[src/rtl/gseq_pkg.sv]
package gseq_pkg;

    typedef enum logic [1:0] {
        CMD_LOW   = 2'b00,
        CMD_MID   = 2'b01,
        CMD_HIGH  = 2'b10,
        CMD_FLOAT = 2'b11
    } cmd_t;

    typedef enum logic [3:0] {
        ST_IDLE,
        ST_HS_WAIT,
        ST_HS_ON,
        ST_LS_WAIT,
        ST_LS_ON,
        ST_HOLD_LS,
        ST_PULSE_WAIT,
        ST_PULSE_LS,
        ST_ZC_DONE
    } seq_state_t;

    typedef struct packed {
        cmd_t code;
        logic event_new;
        logic started;
    } cmd_info_t;

    function automatic int max3(input int a, input int b, input int c);
        int m;
        m = a;
        if (b > m) m = b;
        if (c > m) m = c;
        return m;
    endfunction

    function automatic cmd_t fold_cmd(input logic [1:0] raw);
        return (raw == 2'b11) ? CMD_MID : cmd_t'(raw);
    endfunction

    function automatic logic ls_driven(input seq_state_t s);
        return (s == ST_LS_ON) || (s == ST_HOLD_LS) || (s == ST_PULSE_LS);
    endfunction

endpackage

[src/rtl/gseq_cmd_track.sv]
module gseq_cmd_track
    import gseq_pkg::*;
(
    input  logic       clk,
    input  logic       rst,
    input  logic       run_ok,
    input  logic [1:0] raw_code,
    output cmd_info_t  info
);
    cmd_t code_f;
    cmd_t prev_q;
    logic run_q;

    assign code_f = fold_cmd(raw_code);

    always_ff @(posedge clk) begin
        prev_q <= code_f;
        if (rst || !run_ok) begin
            run_q <= 1'b0;
        end else begin
            run_q <= 1'b1;
        end
    end

    always_comb begin
        info.code      = code_f;
        info.event_new = run_q && (code_f != prev_q);
        info.started   = run_q;
    end
endmodule

[src/rtl/gseq_timer.sv]
module gseq_timer #(
    parameter int CW = 4
) (
    input  logic          clk,
    input  logic          clr,
    input  logic          inc,
    output logic [CW-1:0] cnt
);
    always_ff @(posedge clk) begin
        if (clr) begin
            cnt <= '0;
        end else if (inc) begin
            cnt <= cnt + 1'b1;
        end
    end
endmodule

[src/rtl/gseq_fsm.sv]
module gseq_fsm
    import gseq_pkg::*;
#(
    parameter int DEAD_CYC  = 3,
    parameter int HOLD_CYC  = 5,
    parameter int BLANK_CYC = 4,
    parameter int CW        = 4
) (
    input  logic          clk,
    input  logic          rst,
    input  logic          run_ok,
    input  cmd_info_t     info,
    input  logic          zcd_mode,
    input  logic          zc_trip,
    input  logic          ls_off,
    input  logic          hs_off,
    input  logic [CW-1:0] cnt,
    output logic          t_clr,
    output logic          t_inc,
    output seq_state_t    state
);
    localparam logic [CW-1:0] DEAD_LAST  = CW'(DEAD_CYC - 1);
    localparam logic [CW-1:0] HOLD_LAST  = CW'(HOLD_CYC - 1);
    localparam logic [CW-1:0] BLANK_END  = CW'(BLANK_CYC);

    seq_state_t nxt;
    logic       step_clr;

    always_comb begin
        nxt      = state;
        step_clr = 1'b0;
        t_inc    = 1'b0;
        if (info.event_new) begin
            step_clr = 1'b1;
            unique case (info.code)
                CMD_HIGH: nxt = ST_HS_WAIT;
                CMD_LOW: begin
                    if (state == ST_ZC_DONE)      nxt = ST_ZC_DONE;
                    else if (ls_driven(state))    nxt = ST_LS_ON;
                    else                          nxt = ST_LS_WAIT;
                end
                default: begin
                    unique case (state)
                        ST_HS_ON:   nxt = ST_PULSE_WAIT;
                        ST_LS_ON:   nxt = ST_HOLD_LS;
                        ST_ZC_DONE: nxt = ST_ZC_DONE;
                        default:    nxt = ST_IDLE;
                    endcase
                end
            endcase
        end else if (!info.started) begin
            step_clr = 1'b1;
            nxt = (!zcd_mode && info.code == CMD_LOW) ? ST_LS_WAIT : ST_IDLE;
        end else begin
            unique case (state)
                ST_HS_WAIT: begin
                    if (!ls_off)                step_clr = 1'b1;
                    else if (cnt == DEAD_LAST)  nxt = ST_HS_ON;
                    else                        t_inc = 1'b1;
                end
                ST_LS_WAIT: begin
                    if (!hs_off)                step_clr = 1'b1;
                    else if (cnt == DEAD_LAST)  nxt = ST_LS_ON;
                    else                        t_inc = 1'b1;
                end
                ST_PULSE_WAIT: begin
                    if (!hs_off)                step_clr = 1'b1;
                    else if (cnt == DEAD_LAST)  nxt = ST_PULSE_LS;
                    else                        t_inc = 1'b1;
                end
                ST_PULSE_LS, ST_HOLD_LS: begin
                    if (cnt == HOLD_LAST)       nxt = ST_IDLE;
                    else                        t_inc = 1'b1;
                end
                ST_LS_ON: begin
                    if (zcd_mode) begin
                        if (cnt == BLANK_END) begin
                            if (zc_trip) nxt = ST_ZC_DONE;
                        end else begin
                            t_inc = 1'b1;
                        end
                    end
                end
                default: ;
            endcase
        end
    end

    assign t_clr = rst || !run_ok || step_clr || (nxt != state);

    always_ff @(posedge clk) begin
        if (rst || !run_ok) begin
            state <= ST_IDLE;
        end else begin
            state <= nxt;
        end
    end

    // a tripped pulse stays closed until a high command
    a_r8_trip_latched: assert property (@(posedge clk) disable iff (rst)
        (state == ST_ZC_DONE && run_ok && info.code != CMD_HIGH) |=> (state == ST_ZC_DONE));

    // timers are cleared while the permit is low
    a_r13_timer_clear: assert property (@(posedge clk) disable iff (rst)
        !run_ok |=> (cnt == '0));
endmodule

[src/rtl/gseq_top.sv]
module gseq_top
    import gseq_pkg::*;
#(
    parameter int DEAD_CYC  = 3,
    parameter int HOLD_CYC  = 5,
    parameter int BLANK_CYC = 4
) (
    input  logic       clk,
    input  logic       rst,
    input  logic       run_ok,
    input  logic [1:0] pwm_code,
    input  logic       zcd_mode,
    input  logic       zc_trip,
    input  logic       ls_off,
    input  logic       hs_off,
    output logic       gh_en,
    output logic       gl_en
);
    localparam int MAXV = max3(DEAD_CYC, HOLD_CYC, BLANK_CYC);
    localparam int CW   = $clog2(MAXV + 1) + 1;

    cmd_info_t     info;
    seq_state_t    state;
    logic [CW-1:0] cnt;
    logic          t_clr;
    logic          t_inc;

    gseq_cmd_track u_track (
        .clk      (clk),
        .rst      (rst),
        .run_ok   (run_ok),
        .raw_code (pwm_code),
        .info     (info)
    );

    gseq_timer #(.CW(CW)) u_timer (
        .clk (clk),
        .clr (t_clr),
        .inc (t_inc),
        .cnt (cnt)
    );

    gseq_fsm #(
        .DEAD_CYC  (DEAD_CYC),
        .HOLD_CYC  (HOLD_CYC),
        .BLANK_CYC (BLANK_CYC),
        .CW        (CW)
    ) u_fsm (
        .clk      (clk),
        .rst      (rst),
        .run_ok   (run_ok),
        .info     (info),
        .zcd_mode (zcd_mode),
        .zc_trip  (zc_trip),
        .ls_off   (ls_off),
        .hs_off   (hs_off),
        .cnt      (cnt),
        .t_clr    (t_clr),
        .t_inc    (t_inc),
        .state    (state)
    );

    assign gh_en = (state == ST_HS_ON);
    assign gl_en = ls_driven(state);

    // never both gates on
    a_r12_no_overlap: assert property (@(posedge clk) disable iff (rst)
        !(gh_en && gl_en));

    // high side only turns on after low side was sensed off
    a_r1_gh_needs_ls_off: assert property (@(posedge clk) disable iff (rst)
        $rose(gh_en) |-> $past(ls_off));

    // low side only turns on after high side was sensed off
    a_r2_gl_needs_hs_off: assert property (@(posedge clk) disable iff (rst)
        $rose(gl_en) |-> $past(hs_off));

    // permit low clears both gates at the next edge
    a_r13_permit_off: assert property (@(posedge clk) disable iff (rst)
        !run_ok |=> (!gh_en && !gl_en));
endmodule

[config.mk]
export PLATFORM = sky130hd
export DESIGN_NAME = gseq_top
export DESIGN_NICKNAME = d
export VERILOG_FILES = /design/src/rtl/gseq_pkg.sv /design/src/rtl/gseq_cmd_track.sv /design/src/rtl/gseq_timer.sv /design/src/rtl/gseq_fsm.sv /design/src/rtl/gseq_top.sv
export SDC_FILE = /design/constraint.sdc
export NUM_CORES = 1
export LEC_CHECK = 0
export ABC_CLOCK_PERIOD_IN_PS = 2600
export BUFFER_PORTS_ARGS = -buffer_cell sky130_fd_sc_hd__buf_2
export CORE_AREA = 4 4 49 51
export DETAILED_ROUTE_END_ITERATION = 10
export DIE_AREA = 0 0 53 55
export PLACE_DENSITY = 0.67
export SLEW_MARGIN = 15
export SYNTH_ARGS = -nofsm -noshare
export SYNTH_HDL_FRONTEND = slang
export SYNTH_SLANG_ARGS = --single-unit
[constraint.sdc]
create_clock -name clk -period 2.6 [get_ports clk]
set_input_delay 0.26 -clock clk [delete_from_list [all_inputs] [get_ports clk]]
set_output_delay 0.26 -clock clk [all_outputs]
set_load 0.005 [all_outputs]
==> reports/metrics.cfg, run 1 <==
[power]
p_clk_share_pct = 33.7
peakVddDrop_v = 0.0002698
power.density_mw_per_mm2 = 341.4
p_leak_nw = 0.3686
internal-power_mw = 0.2564
p_comb_share_pct = 15.3
p_sw_share_pct = 26.96
pwr-share-seq_pct = 51.0
switchingPower_mw = 0.09467

[global_routing]
grt.overflow.total = 0
grt_max_degree = 16
antenna_found_initial = 0
grt_pass1_wl_um = 3726
grt_pass1_vias = 831
grt_usage_pct = 17.35

[clock_network]
cts_buffers = 3
cts_tree = yes
cts_sinks = 11
cts_max_level = 1
clockRootBuffer = clkbuf_4
cts_setup_buffers = 0
path_clk_slew_ns = 0.07
cts_hold_buffers = 0
clkLatencyLatePin_ns = 0.27
post_cts_resized = 0
cts_buffer_depth = 2

[logic_synthesis]
ys_types = 51
syn_inst = 123
synth_top_cell_area_share_pct = 23.37
synth.yosys.seq_area_share_pct = 23.37
ys_warn_count = 0
synth_ff_type = dfxtp_1
syn_nets = 135
synthTopCellsByCount = 15 x nor2_1, 11 x dfxtp_1, 8 x nand2_1
synth_edf_count = 0
synth-seq-cells = 11
syn_area_per_cell_um2 = 7.660
synth_top_cell_by_area = dfxtp_1
synth.most_common_cell = nor2_1
netlist_area_um2 = 942.2
async_flop_share_pct = 0
synth.area.top_cells = dfxtp_1 23%, nor2_1 6.0%, xnor2_1 4.6%

[drt]
top_layer = met4
wl_um = 2255
wl_met1_um = 993
vias = 926
drt_iter0_drc = 22
wl_met2_um = 1104
dr.pass1.iters = 4
dr_wl_met3_um = 120
via_per_inst = 5.861
wire_per_inst_um = 14.27
drc = 0
ant_nets = 0

[sta]
setup_viol = 0
finalClockSkew_ns = 0.003273
finalCriticalPeriod_ns = 2.094
fin_setup_tns_ns = 0
hold_violations = 0
grt_setup_unrepaired = false
post-route-period-util_pct = 80.52
tightest_slew_ns = 0.4871
drv_slew = 0
max_freq_mhz = 477.6
maxSlewHeadroom_pct = 67.48

[hold_path]
whs_path_depth = 1
min_to = u_track.prev_q[0]
hp-start = pwm_code[0]
hp-class = in2reg

[setup_path]
path_max_fanout = 4
r2r_cells = 8
r2r_slack_ns = 0.51
slowest_delay_ns = 0.44
cp-startpoint = u_timer.cnt[0]
cp-end-kind = register
crit_chain = inv_1, ha_1, nor4bb_1, nor2_1, o311ai_1, and3_4, a211o_1, nor2_1
r2r-end = u_timer.cnt[2]
critPathRequiredTime_ns = 2.76
path_class = reg2reg
cpMaxStageDelayCell = nor4bb_1
r2r-start = u_timer.cnt[0]
critPathLaunchType = register
crit_path_frequent_cell = nor2_1
crit_arrival_ns = 2.25

[floorplanning]
io_pins = 11
coreArea_mm2 = 0.001942
placementRows = 16
die_h_um = 55
start_util_pct = 48.52
dieArea_mm2 = 0.002915
die_w_um = 53

[finish]
layout.nets = 144
fillers = 212
diodes = 0
area_growth_pct = 9.164
utilization_pct = 52.96
drive_gt1_share_pct = 13.74

[run_status]
status = finished, final reports clean

[place]
gp_congestion = 0.9099
io_buffers = 10
place_hpwl_um = 1771

[flow_run]
drv_cap = 0

## cells in the final DEF (no fill, tap or decap), types with 4 or more instances in the layout
cell / count
nand2b_1: 4
o21ai_0: 5
nor2b_1: 4
buf_2: 10
xnor2_1: 5
dfxtp_1: 11
nor2_1: 15
inv_1: 5
nand2_1: 8
## worst max-delay path, delay by kind of cell (launching register included)
kind | cells | cell delay [ns]
compound gates | 2 | 0.54
fa+ha+maj | 1 | 0.17
buf+inv | 1 | 0.09
flops | 1 | 0.35
simple gates | 4 | 0.83
## worst max-delay path by stage
| stage | end | depth (start not counted) | slack [ns] |
|---|---|---|---|
| 2_1_floorplan | u_timer.cnt[0] | 8 | 0.70 |
| 3_3_place_gp | u_timer.cnt[1] | 6 | 0.60 |
| 4_1_cts | u_timer.cnt[2] | 8 | 0.50 |
| 5_1_grt | u_timer.cnt[2] | 8 | 0.32 |
| 6_report | u_timer.cnt[2] | 8 | 0.51 |
| 3_5_place_dp | u_timer.cnt[2] | 8 | 0.51 |
## layer usage
layer | GRT usage (%) | vias up
met5 | 0 | -
met4 | 7.660 | 0
met3 | 2.413 | 4
met2 | 29.75 | 30
met1 | 21.68 | 423
li1 | - | 469
## layout make-up
| cell class | count | area (µm²) | area share (%) |
|---|---|---|---|
| Tap cell | 27 | 33.78 | 3.285 |
| Clock buffer | 4 | 26.28 | 2.555 |
| Inverter | 6 | 22.52 | 2.190 |
| Timing Repair Buffer | 11 | 57.56 | 5.596 |
| Sequential cell | 11 | 220.2 | 21.41 |
| Multi-Input combinational cell | 99 | 668.1 | 64.96 |
## sequential cells by signal (all words and copies together) (netlist names)
name / flops
u_track.run_q: 1
u_fsm.state: 4
u_timer.cnt: 4
u_track.prev_q: 2
## power by group through the flow
stage | logic (mW) | clock network (mW) | registers [mW]
global route | 0.0596 | 0.129 | 0.179
CTS | 0.0539 | 0.122 | 0.179
detailed placement | 0.0536 | 0 | 0.183
floorplan | 0.0411 | 0 | 0.178
finish | 0.0537 | 0.118 | 0.179
global placement | 0.0526 | 0 | 0.183
## through the flow
stage	hold WS, ns	setup WS (ns)	cell area (µm²)	power, mW	instances
global route	0.2182	0.3158	1028	0.3679	158
floorplan	0.4336	0.6993	942.2	0.2194	123
finish	0.2188	0.5064	1028	0.3511	158
detailed placement	0.4964	0.5064	1002	0.2363	154
global placement	0.4934	0.6015	1002	0.2352	154
CTS	0.2101	0.4962	1028	0.3548	158
## logic make-up (layout without fill, tap and decap cells)
logic type,count (synthesis),count (layout),share of synthesized area [%]
buffers and inverters,13,21,5.710
XOR/XNOR,5,5,4.648
AND/OR/NAND/NOR,58,58,35.46
AO/OA/AOI/OAI,31,31,24.57
adder cells (fa/ha/maj),3,3,3.984
flip-flops,11,11,23.37
multiplexers,2,2,2.258
(Power assumes the default switching activity.)
==> run 2: changes to the inputs <==
--- a/config.mk
+++ b/config.mk
@@ -5,7 +5,7 @@
 export SDC_FILE = /design/constraint.sdc
 export NUM_CORES = 1
 export LEC_CHECK = 0
-export ABC_CLOCK_PERIOD_IN_PS = 2600
+export ABC_CLOCK_PERIOD_IN_PS = 2100
 export BUFFER_PORTS_ARGS = -buffer_cell sky130_fd_sc_hd__buf_2
 export CORE_AREA = 4 4 49 51
 export DETAILED_ROUTE_END_ITERATION = 10
==> constraint.sdc (replaced) <==
create_clock -name clk -period 2.1 [get_ports clk]
set_input_delay 0.21 -clock clk [delete_from_list [all_inputs] [get_ports clk]]
set_output_delay 0.21 -clock clk [all_outputs]
set_load 0.005 [all_outputs]
==> run 2 against run 1 <==
Effect of this change: routed wire length up 9.9%; global-route usage rose by 1.8 points; power increased by 23%; first-iteration DRC count rose by 120%; sequential share of layout area shrank 1.5 points; critical path depth is 2 lower; highest routed layer unchanged.
==> reports/metrics.cfg, run 2 (synthesis results as in run 1) <==
[clock_network]
cts_sinks = 11
cts_tree = yes
clkLatencyLatePin_ns = 0.26
path_clk_slew_ns = 0.07
clockRootBuffer = clkbuf_4
cts_buffer_depth = 2
cts_buffers = 3
cts_setup_buffers = 0
cts_max_level = 1

[sta]
hold_violations = 0
tightest_slew_ns = 0.4865
finalClockSkew_ns = 0.007406
max_freq_mhz = 508.4
maxSlewHeadroom_pct = 67.44
setup_viol = 0
setup_slack_ns = 0.1330
drv_slew = 0
finalCriticalPeriod_ns = 1.967
post-route-period-util_pct = 93.67

[setup_path]
cp-end-kind = register
path_class = reg2reg
critPathRequiredTime_ns = 2.30
crit_arrival_ns = 2.16
critPathLaunchType = register
path_max_fanout = 9

[floorplanning]
dieArea_mm2 = 0.002915
start_util_pct = 48.52
die_h_um = 55
coreArea_mm2 = 0.001942
die_w_um = 53
placementRows = 16
io_pins = 11

[finish]
drive_gt1_share_pct = 19.57
fillers = 202
fin_cells = 165
layout.nets = 151
largest_registers = u_fsm.state (4), u_timer.cnt (4), u_track.prev_q (2)
final_cell_mix = 15 x nor2_1, 11 x dfxtp_1, 10 x buf_2
final_common_cell = nor2_1
area_growth_pct = 17.13
diodes = 0

[drt]
drt_iter0_drc = 48
vias = 988
wire_per_inst_um = 15.02
ant_nets = 0
wl_um = 2478
drc = 0
dr.pass1.iters = 4
via_per_inst = 5.988

[global_routing]
grt_pass1_wl_um = 4084
grt_max_degree = 13
grt.overflow.total = 0
grt_pass1_vias = 925
antenna_found_initial = 0
grt_usage_pct = 19.16

[power]
switchingPower_mw = 0.1128
p_comb_share_pct = 16.9
p_clk_share_pct = 32.2
p_leak_nw = 0.4053
power.density_mw_per_mm2 = 392.0
p_sw_share_pct = 26.07
internal-power_mw = 0.3198
pwr-share-seq_pct = 50.9
peakVddDrop_v = 0.0004368

[flow_run]
drv_cap = 0

[place]
dp_slack_ns = 0.08681
place_hpwl_um = 1930
dp.cells = 161
io_buffers = 10
gp_congestion = 0.9182

[hold_path]
hp-class = in2reg

[run_status]
status = finished, final reports clean

## run 2: changes by cell type in the layout (fill, tap and decap cells not counted)
cell / before / now
o311ai_2: 0 / 1
buf_4: 1 / 8
nor4bb_4: 0 / 1
nor4bb_1: 1 / 0
o311ai_1: 1 / 0
## run 2: per-stage QoR
step / util, % / TNS [ns] / hold slack, ns / cell area, µm² / power, mW
after floorplan: - / 0 / 0.3836 / 942.2 / 0.2716
after global placement: 54.32 / 0 / 0.4436 / 1055 / 0.2936
after detailed placement: 54.32 / 0 / 0.4469 / 1055 / 0.2954
after CTS: 55.67 / 0 / 0.1581 / 1081 / 0.4371
after global routing: 56.83 / -0.03675 / 0.1692 / 1104 / 0.4600
final: 56.83 / 0 / 0.1706 / 1104 / 0.4325
## run 2: worst max-delay path, stage by stage, from the launching register on
cell,delay (ns)
dfxtp_1,0.39
or4b_1,0.56
nor2_1,0.15
o311ai_2,0.13
and3_4,0.20
a211o_1,0.35
nor2_1,0.12
## run 2: power by group through the flow
stage | clock network [mW] | registers (mW) | logic [mW]
floorplan | 0 | 0.221 | 0.0509
global placement | 0 | 0.224 | 0.0692
detailed placement | 0 | 0.224 | 0.0709
CTS | 0.146 | 0.220 | 0.0714
global route | 0.158 | 0.221 | 0.0812
finish | 0.139 | 0.220 | 0.0732
## run 2: path summary, 6_finish.rpt
check / from / endpoint / slack [ns] / cells past startpoint
hold / removal: pwm_code[0] / u_track.prev_q[0] / 0.17 / 1
setup reg to reg: u_fsm.state[2] / u_timer.cnt[0] / 0.13 / 6
setup / recovery: u_fsm.state[2] / u_timer.cnt[0] / 0.13 / 6
hold reg to reg: u_timer.cnt[1] / u_timer.cnt[1] / 0.57 / 2
## run 2: cell type report
type / instances / area, µm² / area share (%)
repair buffers: 18 / 110.1 / 9.977
clock buffers: 4 / 26.28 / 2.381
inverters: 6 / 22.52 / 2.041
well taps: 27 / 33.78 / 3.061
multi-input cells: 99 / 690.7 / 62.58
flip-flops and latches: 11 / 220.2 / 19.95
## run 2: timing repair
| item | 4_1_cts | 5_1_grt |
|---|---|---|
| setup endpoints to repair | 0 | 4 |
| hold buffers | 0 | 0 |
| resized for setup | 0 | 3 |
## run 2: metal layers
metal,share of wire [%],vias up,global-route usage (%)
li1,-,483,-
met1,39,464,20.68
met2,53,37,36.36
met3,6.1,4,4.558
met4,1.1,0,6.809
met5,0,-,0
